===== config.mk =====
export PLATFORM = sky130hd
export DESIGN_NAME = mw_cmd_frontend
export DESIGN_NICKNAME = d
export VERILOG_FILES = /design/src/rtl/mw_pkg.sv /design/src/rtl/mw_sync.sv /design/src/rtl/mw_word_store.sv /design/src/rtl/mw_cmd_frontend.sv
export SDC_FILE = /design/constraint.sdc
export NUM_CORES = 2
export LEC_CHECK = 0
export CORE_ASPECT_RATIO = 1.25
export CORE_MARGIN = 5
export CORE_UTILIZATION = 55
export CTS_CLUSTER_DIAMETER = 100
export DETAILED_ROUTE_END_ITERATION = 16
export GPL_TIMING_DRIVEN = 0
export PLACE_DENSITY_LB_ADDON = 0.08
export SLEW_MARGIN = 40
export SYNTH_ARGS = -nofsm -noshare
export SYNTH_HDL_FRONTEND = slang
export SYNTH_SLANG_ARGS = --single-unit

===== constraint.sdc =====
create_clock -name clk -period 7.45 [get_ports clk]
set_input_delay 0.745 -clock clk [delete_from_list [all_inputs] [get_ports clk]]
set_output_delay 0.745 -clock clk [all_outputs]
set_load 0.01 [all_outputs]

===== src/rtl/mw_pkg.sv =====
package mw_pkg;

    typedef enum logic [2:0] {
        OP_NONE  = 3'd0,
        OP_READ  = 3'd1,
        OP_WRITE = 3'd2,
        OP_ERASE = 3'd3,
        OP_WREN  = 3'd4,
        OP_WRDIS = 3'd5,
        OP_FILL  = 3'd6,
        OP_CLEAR = 3'd7
    } mw_op_e;

    typedef enum logic [1:0] {
        PH_IDLE,
        PH_HDR,
        PH_READ
    } mw_phase_e;

    function automatic mw_op_e mw_decode_main(input logic [1:0] code);
        case (code)
            2'b10:   return OP_READ;
            2'b01:   return OP_WRITE;
            2'b11:   return OP_ERASE;
            default: return OP_NONE;
        endcase
    endfunction

    function automatic mw_op_e mw_decode_sub(input logic [1:0] code);
        case (code)
            2'b11:   return OP_WREN;
            2'b00:   return OP_WRDIS;
            2'b01:   return OP_FILL;
            default: return OP_CLEAR;
        endcase
    endfunction

endpackage


===== src/rtl/mw_sync.sv =====
module mw_sync #(
    parameter int unsigned W = 3
) (
    input  logic         clk,
    input  logic         rst_n,
    input  logic [W-1:0] d_i,
    output logic [W-1:0] q_o
);
    logic [W-1:0] meta_q;
    logic [W-1:0] sync_q;

    for (genvar b = 0; b < W; b++) begin : g_bit
        always_ff @(posedge clk or negedge rst_n) begin
            if (!rst_n) begin
                meta_q[b] <= 1'b0;
                sync_q[b] <= 1'b0;
            end else begin
                meta_q[b] <= d_i[b];
                sync_q[b] <= meta_q[b];
            end
        end
    end

    assign q_o = sync_q;
endmodule


===== src/rtl/mw_word_store.sv =====
module mw_word_store #(
    parameter int unsigned ADDR_W = 7,
    parameter int unsigned DATA_W = 16
) (
    input  logic              clk,
    input  logic              rst_n,
    input  logic              wr_en_i,
    input  logic [ADDR_W-1:0] wr_addr_i,
    input  logic [DATA_W-1:0] wr_data_i,
    input  logic [ADDR_W-1:0] rd_addr_i,
    output logic [DATA_W-1:0] rd_data_o
);
    localparam int unsigned WORDS = 1 << ADDR_W;

    logic [DATA_W-1:0] mem_q [WORDS];

    always_ff @(posedge clk or negedge rst_n) begin
        if (!rst_n) begin
            for (int i = 0; i < WORDS; i++) mem_q[i] <= '1;
        end else if (wr_en_i) begin
            mem_q[wr_addr_i] <= wr_data_i;
        end
    end

    assign rd_data_o = mem_q[rd_addr_i];
endmodule


===== src/rtl/mw_cmd_frontend.sv =====
module mw_cmd_frontend
    import mw_pkg::*;
#(
    parameter int unsigned ADDR_W = 7,
    parameter int unsigned DATA_W = 16,
    parameter int unsigned CNT_W  = 8
) (
    input  logic              clk,
    input  logic              rst_n,
    input  logic              cs_i,
    input  logic              sk_i,
    input  logic              di_i,
    output logic              do_o,
    output logic              do_oe_o,
    input  logic              upd_en_i,
    input  logic [ADDR_W-1:0] upd_addr_i,
    input  logic [DATA_W-1:0] upd_data_i,
    output logic              cmd_valid_o,
    output logic [2:0]        cmd_op_o,
    output logic [ADDR_W-1:0] cmd_addr_o,
    output logic [DATA_W-1:0] cmd_data_o,
    output logic [CNT_W-1:0]  cmd_clks_o
);
    localparam int unsigned ASR_W    = ADDR_W + 1;
    localparam int unsigned HDR_CLKS = 3 + ASR_W;
    localparam int unsigned IDX_W    = $clog2(DATA_W);
    localparam logic [IDX_W-1:0] IDX_TOP = IDX_W'(DATA_W - 1);
    localparam logic [CNT_W-1:0] CNT_MAX = '1;

    typedef struct packed {
        mw_phase_e         ph;
        logic [CNT_W-1:0]  cnt;
        logic [1:0]        opc;
        logic [ASR_W-1:0]  asr;
        logic [DATA_W-1:0] dsr;
        mw_op_e            op;
        logic [ADDR_W-1:0] raddr;
        logic [DATA_W-1:0] word;
        logic [IDX_W-1:0]  idx;
        logic              dout;
        logic              oe;
        logic              vld;
        mw_op_e            vop;
        logic [ADDR_W-1:0] vaddr;
        logic [DATA_W-1:0] vdata;
        logic [CNT_W-1:0]  vclks;
        logic              sk_prev;
        logic              cs_prev;
    } fe_state_t;

    fe_state_t         s_d, s_q;
    logic [2:0]        pins_s;
    logic              cs_s, sk_s, di_s, sk_rise;
    logic [CNT_W-1:0]  cnt_n;
    logic [ADDR_W-1:0] rd_addr;
    logic [DATA_W-1:0] rd_data;

    mw_sync #(.W(3)) u_sync (
        .clk   (clk),
        .rst_n (rst_n),
        .d_i   ({cs_i, sk_i, di_i}),
        .q_o   (pins_s)
    );

    assign cs_s    = pins_s[2];
    assign sk_s    = pins_s[1];
    assign di_s    = pins_s[0];
    assign sk_rise = sk_s & ~s_q.sk_prev;
    assign cnt_n   = (s_q.cnt == CNT_MAX) ? s_q.cnt : s_q.cnt + 1'b1;
    assign rd_addr = (s_q.ph == PH_READ) ? s_q.raddr + 1'b1
                                         : {s_q.asr[ADDR_W-2:0], di_s};

    mw_word_store #(.ADDR_W(ADDR_W), .DATA_W(DATA_W)) u_store (
        .clk       (clk),
        .rst_n     (rst_n),
        .wr_en_i   (upd_en_i),
        .wr_addr_i (upd_addr_i),
        .wr_data_i (upd_data_i),
        .rd_addr_i (rd_addr),
        .rd_data_o (rd_data)
    );

    always_comb begin
        s_d         = s_q;
        s_d.vld     = 1'b0;
        s_d.sk_prev = sk_s;
        s_d.cs_prev = cs_s;
        if (!cs_s) begin
            if (s_q.cs_prev && s_q.ph != PH_IDLE) begin
                s_d.vld   = 1'b1;
                s_d.vop   = s_q.op;
                s_d.vaddr = s_q.asr[ADDR_W-1:0];
                s_d.vdata = s_q.dsr;
                s_d.vclks = s_q.cnt;
            end
            s_d.ph   = PH_IDLE;
            s_d.cnt  = '0;
            s_d.opc  = '0;
            s_d.asr  = '0;
            s_d.dsr  = '0;
            s_d.op   = OP_NONE;
            s_d.idx  = IDX_TOP;
            s_d.oe   = 1'b0;
            s_d.dout = 1'b0;
        end else if (sk_rise) begin
            if (s_q.ph == PH_IDLE) begin
                if (di_s) begin
                    s_d.ph  = PH_HDR;
                    s_d.cnt = CNT_W'(1);
                end
            end else begin
                s_d.cnt = cnt_n;
                if (cnt_n <= CNT_W'(3))
                    s_d.opc = {s_q.opc[0], di_s};
                else if (cnt_n <= CNT_W'(HDR_CLKS))
                    s_d.asr = {s_q.asr[ASR_W-2:0], di_s};
                else
                    s_d.dsr = {s_q.dsr[DATA_W-2:0], di_s};

                if (cnt_n == CNT_W'(3) && {s_q.opc[0], di_s} != 2'b00)
                    s_d.op = mw_decode_main({s_q.opc[0], di_s});
                if (cnt_n == CNT_W'(5) && s_q.opc == 2'b00)
                    s_d.op = mw_decode_sub({s_q.asr[0], di_s});

                if (s_q.ph == PH_HDR && cnt_n == CNT_W'(HDR_CLKS) && s_q.op == OP_READ) begin
                    s_d.ph    = PH_READ;
                    s_d.raddr = rd_addr;
                    s_d.word  = rd_data;
                    s_d.idx   = IDX_TOP;
                    s_d.oe    = 1'b1;
                    s_d.dout  = 1'b0;
                end else if (s_q.ph == PH_READ) begin
                    s_d.dout = s_q.word[s_q.idx];
                    if (s_q.idx == '0) begin
                        s_d.raddr = rd_addr;
                        s_d.word  = rd_data;
                        s_d.idx   = IDX_TOP;
                    end else begin
                        s_d.idx = s_q.idx - 1'b1;
                    end
                end
            end
        end
    end

    always_ff @(posedge clk or negedge rst_n) begin
        if (!rst_n) begin
            s_q     <= '0;
            s_q.ph  <= PH_IDLE;
            s_q.op  <= OP_NONE;
            s_q.vop <= OP_NONE;
            s_q.idx <= IDX_TOP;
        end else begin
            s_q <= s_d;
        end
    end

    assign do_o        = s_q.dout;
    assign do_oe_o     = s_q.oe;
    assign cmd_valid_o = s_q.vld;
    assign cmd_op_o    = s_q.vop;
    assign cmd_addr_o  = s_q.vaddr;
    assign cmd_data_o  = s_q.vdata;
    assign cmd_clks_o  = s_q.vclks;
endmodule


== Yosys cells after proc, flatten, opt, wreduce, memory -nomap -nowiden ==
Cells that the tools add are included.

* Add/subtract/negate cells: 3
* Magnitude comparators: 6
* Eq/ne operators: 23
* Muxes and demuxes: 32
* Bitwise logic cells: 6
* Reduce and logical (&&, ||, !) cells: 24

{| class="wikitable"
|+ Operators by type and width
! cell !! count
|-
| 2048-bit bitwise mux || 1
|-
| 16-bit binary-select mux with 7-bit select || 1
|-
| 16-bit demux with 7-bit select || 1
|-
| 35-bit two-way mux || 2
|-
| 68-bit two-way mux || 1
|-
| 16-bit two-way mux || 4
|-
| 58-bit two-way mux || 1
|-
| 28-bit two-way mux || 2
|-
| 39-bit two-way mux || 1
|-
| 24-bit two-way mux || 1
|-
| 23-bit two-way mux || 1
|-
| 10-bit two-way mux || 2
|-
| 8-bit greater-or-equal comparator, second input constant || 2
|-
| 8-bit two-way mux || 2
|-
| 7-bit inverter with 8-bit output || 2
|-
| 3-bit AND reduction || 5
|-
| 2-bit != test, second input constant || 7
|-
| 3-bit != test, second input constant || 4
|-
| 2-bit one-hot mux with 3 select lines || 2
|-
| 8-bit by 1-bit adder with 8-bit output, second input constant || 1
|-
| 2-bit == test, second input constant || 4
|-
| 8-bit by 2-bit == test with 1-bit output, second input constant || 1
|-
| 8-bit by 3-bit == test with 1-bit output, second input constant || 1
|-
| 8-bit by 4-bit == test with 1-bit output, second input constant || 1
|-
| other kinds (25) || 44
|}

* Bits in registers: 2158
* Bits of input ports: 29
* Output and inout port bits: 37
* Logic and storage cells: 246

== Depth between registers and ports, before layout ==
* Depth after elaboration: 12
* Mapped depth: 14
* Gate-level depth less buffers: 9

== Modules after synthesis ==
From an unflattened synthesis, not the netlist that was laid out.

* Cell total of the unflattened synthesis: 5969
* Area total of the unflattened synthesis: 100579.0 µm²

{| class="wikitable"
|+ Modules (own cells, without submodules)
! module !! times used !! cells an instance !! area each (µm²) !! seq. area each (µm²)
|-
| mw_word_store || 1 || 5498 || 95082.4 || 53811.6
|-
| mw_cmd_frontend || 1 || 465 || 5346.4 || 2607.5
|-
| mw_sync || 1 || 6 || 150.1 || 150.1
|}

== Least setup slack after synthesis ==
Ideal clock, no wire load.

* Path kind: input-to-reg
* Start: input upd_addr_i[2]
* End: register u_store.mem_q[645] in the netlist's numbering
* Library setup time: 82 ps
* Arrival time: 2715 ps
* Data required time: 7368 ps
* Slack: 4653 ps
* Stages on the path: 6
* Buffers on the path: 3
* Path through: clkbuf_1 -> nand4_1 -> clkbuf_1 -> nor3_1 -> buf_2 -> mux2_2

* Cells in the longest elaborated chain, start to end: 6
* Elaborated cells between the ends (all ways): 7
* Classes of those cells: 2 x order compare; 3 x mux; 1 x bitwise; 1 x reduce/logical

{| class="wikitable"
|+ Ends and longest elaborated chain
! item !! RTL line !! RTL
|-
| start: declaration || mw_cmd_frontend.sv:16 || <nowiki>input logic [ADDR_W-1:0] upd_addr_i,</nowiki>
|-
| 7-bit inverter with 8-bit output (implied by the code) (*) || mw_word_store.sv:21 || <nowiki>mem_q[wr_addr_i] <= wr_data_i;</nowiki>
|-
| 8-bit greater-or-equal comparator (implied by the code) / 8-bit by 1-bit < comparator with 1-bit output (equally long branches) || mw_word_store.sv:21 ||
|-
| 1-bit logical AND (implied by the code) || mw_word_store.sv:21 ||
|-
| 16-bit two-way mux (implied by the code) || mw_word_store.sv:21 ||
|-
| 16-bit demux with 7-bit select (*) || mw_word_store.sv:21 ||
|-
| 2048-bit bitwise mux (*) || mw_word_store.sv:21 ||
|-
| end signal: indexed assignment || mw_word_store.sv:21 ||
|-
| end: declaration || mw_word_store.sv:15 || <nowiki>logic [DATA_W-1:0] mem_q [WORDS];</nowiki>
|}

Every way passes the cells marked *; elsewhere a longest branch is shown, timed or not.
A chain may end at the register's enable or synchronous reset.

== Final worst setup path ==
* Start: register s_q[104] in the netlist's numbering
* End: register s_q[54] in the netlist's numbering

* Cells in the longest elaborated chain, start to end: 9
* Elaborated cells between the ends (all ways): 17
* Classes of those cells: 2 x eq/ne; 7 x mux; 2 x bitwise; 6 x reduce/logical

{| class="wikitable"
|+ Ends and longest elaborated chain
! item !! RTL line !! RTL
|-
| start: declaration || mw_cmd_frontend.sv:51 || <nowiki>fe_state_t s_d, s_q;</nowiki>
|-
| 2-bit == test || mw_cmd_frontend.sv:70, mw_cmd_frontend.sv:132 ||
|-
| 7-bit two-way mux || mw_cmd_frontend.sv:70 || <nowiki>assign rd_addr = (s_q.ph == PH_READ) ? s_q.raddr + 1'b1</nowiki>
|-
| 7-bit inverter with 8-bit output (implied by the code) || mw_word_store.sv:25 || <nowiki>assign rd_data_o = mem_q[rd_addr_i];</nowiki>
|-
| 16-bit binary-select mux with 7-bit select || mw_word_store.sv:25 ||
|-
| 16-bit two-way mux (implied by the code) (2 in series) || mw_word_store.sv:25 ||
|-
| 23-bit two-way mux || mw_cmd_frontend.sv:134 || <nowiki>if (s_q.idx == '0) begin</nowiki>
|-
| 28-bit two-way mux || mw_cmd_frontend.sv:132 || <nowiki>end else if (s_q.ph == PH_READ) begin</nowiki>
|-
| 28-bit two-way mux || mw_cmd_frontend.sv:125 || <nowiki>if (s_q.ph == PH_HDR && cnt_n == CNT_W'(HDR_CLKS) && s_q.op == OP_READ) begin</nowiki>
|}

Parallel ways exist; a longest one is shown, timed or not. The select of a mux whose other input is x is not followed.

==> impl_metrics.csv <==
group,metric,value,unit
run_status,status,"completed",
yosys,synth_edf_count,0,
placement,place_ws,2.43,ns
placement,place.gp.congestion,1.07,
timing,fin_hold_ws,0.0300,ns
power_and_ir_drop,netSwitchingFraction,25.2,%
yosys,synth_nets,8154,
routing,wl_per_cell,39.0,microns
clock_network,postCtsSetupRepairBufs,0,
yosys,synth_common_cells,"dfstp_2, mux2_2, nand2_1",
timing,setup_viol,0,
yosys,ys_top_cells_by_area,"dfstp_2, mux2_2, mux2i_1",
clock_network,insertion_delay,0.90,ns
routing,vias,75254,
layout,areaGrowthSynthToFinish,13.1,%
timing,rsz0062_at_grt,"no",
clock_network,htree_num_levels,4,
critical_path,cp.arrival,6.24,ns
floorplan,core,0.186,sq mm
clock_network,clk_pin_slew_worst_paths,0.06,ns
clock_network,cts_tree,"yes",
yosys,netlist_instances,8120,
timing,worst_pin_slew,1.08,ns
placement,hpwl,323,mm
placement,place_area,0.108,sq mm
floorplan,chipHeight,492,microns
yosys,yosysTopAreaCellShare,52.6,%
yosys,postSynth.asyncResetShare,100,%
timing,relSlewSlack,27.5,%
yosys,yosysSeqAreaShare,55.2,%
timing,drv_slew,0,
timing,skew,0.0550,ns
clock_network,hold_buffers,0,
clock_network,cts_buffers,214,
critical_path,r2r_slack,1.99,ns
power_and_ir_drop,powerDensity,244,mW/mm^2
timing,finalCriticalPeriod,5.46,ns
power_and_ir_drop,leakagePower,47.0,nW
routing,first_iter_violations,8004,
grt,grt_pass1_wl,592,mm
placement,io_buffers,47,
timing,finalHoldViolCount,0,
floorplan,die_w,396,microns
grt,antenna_found_initial,48,
routing,ant_nets,0,
worst_hold_path,hp-class,"in2async",
floorplan,num_rows,177,
yosys,synthFlopType,"dfstp_2",
power_and_ir_drop,comb_power_share,10.1,%
yosys,synth.distinct_cells,72,
power_and_ir_drop,p_sw,7.13,mW
yosys,synth_area_per_cell,12.6,sq um
routing,firstDrtPassIters,6,
power_and_ir_drop,irDropWorstVdd,228,uV
floorplan,die_area,0.195,sq mm
critical_path,crit_type,"reg2reg",
timing,fmax,183,MHz
yosys,ys_seq_elements,2158,
clock_network,cts_root_buf,"clkbuf_16",
routing,vias_per_cell,6.79,
grt,grt_usage,43.5,%
yosys,synth_top_area_cell,"dfstp_2",
clock_network,cts.path.max_buffers,3,
yosys,synth_warnings,0,
floorplan,num_io_pins,66,
layout,fillers,14794,
run,cap_violations,0,
grt,grt_pass1_vias,74551,
grt,overflow,0,
timing,timing.final.crit_share,73.3,%
clock_network,cts-resized-gates,0,
critical_path,end_kind,"flip-flop",
critical_path,worstPathRequired,8.23,ns
floorplan,start_util,55.2,%
power_and_ir_drop,p_seq_share,49.0,%
critical_path,cp_max_fo,10,
layout,drive_gt1_share,58.6,%
power_and_ir_drop,intPower,21.1,mW
timing,setup-tns-final,0,ns
layout,fin_area,0.116,sq mm
grt,grt_max_degree,121,
critical_path,worst_setup_path_start_kind,"flip-flop",
layout,fin_nets,8489,
yosys,synth_area,0.102,sq mm
routing,drc,0,
timing,layout_setup_ws,1.99,ns
yosys,synth.most_common_cell,"dfstp_2",
clock_network,cts_sinks,2158,
routing,wl,432,mm
power_and_ir_drop,pwr-share-clk,41.0,%
layout by cell type, fill, tap and decap left out, types with 19 or more instances in the layout:
cell,instances
mux4_2,19
clkbuf_2,157
a32oi_1,62
clkbuf_8,56
diode_2,38
a22oi_1,32
o21ai_1,19
a311oi_1,55
clkbuf_1,436
dfstp_2,2052
buf_2,145
buf_4,85
nand2_1,887
nor2_1,64
inv_1,53
a221oi_1,315
mux2i_1,430
buf_16,42
nor3_2,66
nor4_1,21
buf_1,20
o21ai_0,89
nor3_1,96
clkdlybuf4s50_1,46
mux2_2,2047
a22o_1,21
clkbuf_16,217
nand3_1,119
clkinv_2,41
bufinv_16,22
a211oi_1,93
dfrtp_1,106
nand4_1,25
a21oi_1,479
buf_6,19
flip-flops by register name, indices dropped and copies added (netlist names):
name           flops
s_q               67
u_sync.meta_q      3
do_oe_o            1
cmd_valid_o        1
cmd_data_o        16
cmd_op_o           3
u_store.mem_q   2048
cmd_addr_o         7
do_o               1
cmd_clks_o         8
u_sync.q_o         3
critical path: stages (launching register included):
cell	delay (ns)
dfrtp_1	0.60
nand2b_1	0.19
buf_4	0.23
a21oi_2	0.16
buf_6	0.24
buf_4	0.44
buf_2	0.69
buf_1	0.74
nand2_1	0.12
a32oi_1	0.38
a21oi_1	0.30
o21ai_0	0.47
nand4_1	0.50
o21ai_1	0.26
routing by layer:
| metal | global-route usage (%) | wire length [microns] |
|---|---|---|
| met5 | 0 | 54 |
| met4 | 38.8 | 47800 |
| met3 | 10.5 | 39900 |
| met2 | 64.4 | 188000 |
| met1 | 52.9 | 156000 |
cell type report:
| type | instances | area [sq um] | share of cell area [%] |
|---|---|---|---|
| inverters | 53 | 199 | 0.172 |
| repair buffers | 119 | 1980 | 1.71 |
| clock buffers | 316 | 6360 | 5.49 |
| plain buffers | 807 | 3790 | 3.28 |
| multi-input cells | 5102 | 42700 | 36.9 |
| diodes | 38 | 95.1 | 0.0821 |
| flip-flops and latches | 2158 | 56600 | 48.8 |
| clock inverters | 81 | 1110 | 0.958 |
| well taps | 2416 | 3020 | 2.61 |
logic make-up after synthesis:
| kind of cell | synth area share (%) |
|---|---|
| buf+inv | 3.65 |
| fa+ha+maj | 0.0611 |
| compound gates | 8.14 |
| flops | 55.2 |
| mux | 27.2 |
| xor+xnor | 0.0599 |
| simple gates | 5.69 |
power groups by stage:
stage	Sequential [mW]	Combinational [mW]	Clock, mW
after floorplan	13.8	1.60	0
after global placement	13.9	2.58	0
after detailed placement	14.0	2.77	0
after CTS	13.8	2.78	11.7
after global routing	13.9	2.98	12.1
final	13.8	2.84	11.6
metrics by stage:
| stage | util (%) | total power, mW | cells |
|---|---|---|---|
| finish | 62.4 | 28.3 | 11090 |
| global route | 62.4 | 29.0 | 11062 |
| CTS | 62.3 | 28.2 | 11049 |
| detailed placement | 58.3 | 16.7 | 10652 |
| global placement | 57.1 | 16.5 | 10583 |
| floorplan | - | 15.4 | 8120 |
final timing paths:
path | start | endpoint | cells past startpoint
min in group clk | di_i | u_sync.meta_q[0] | 1
min | rst_n | u_store.mem_q[1130] | 1
min reg2reg | u_sync.meta_q[2] | u_sync.q_o[2] | 0
max in group asynchronous | rst_n | u_store.mem_q[1639] | 6
max reg2reg | s_q[104] | s_q[54] | 13
max | s_q[104] | s_q[54] | 13
Note: power is estimated with default switching activity, not from simulation.
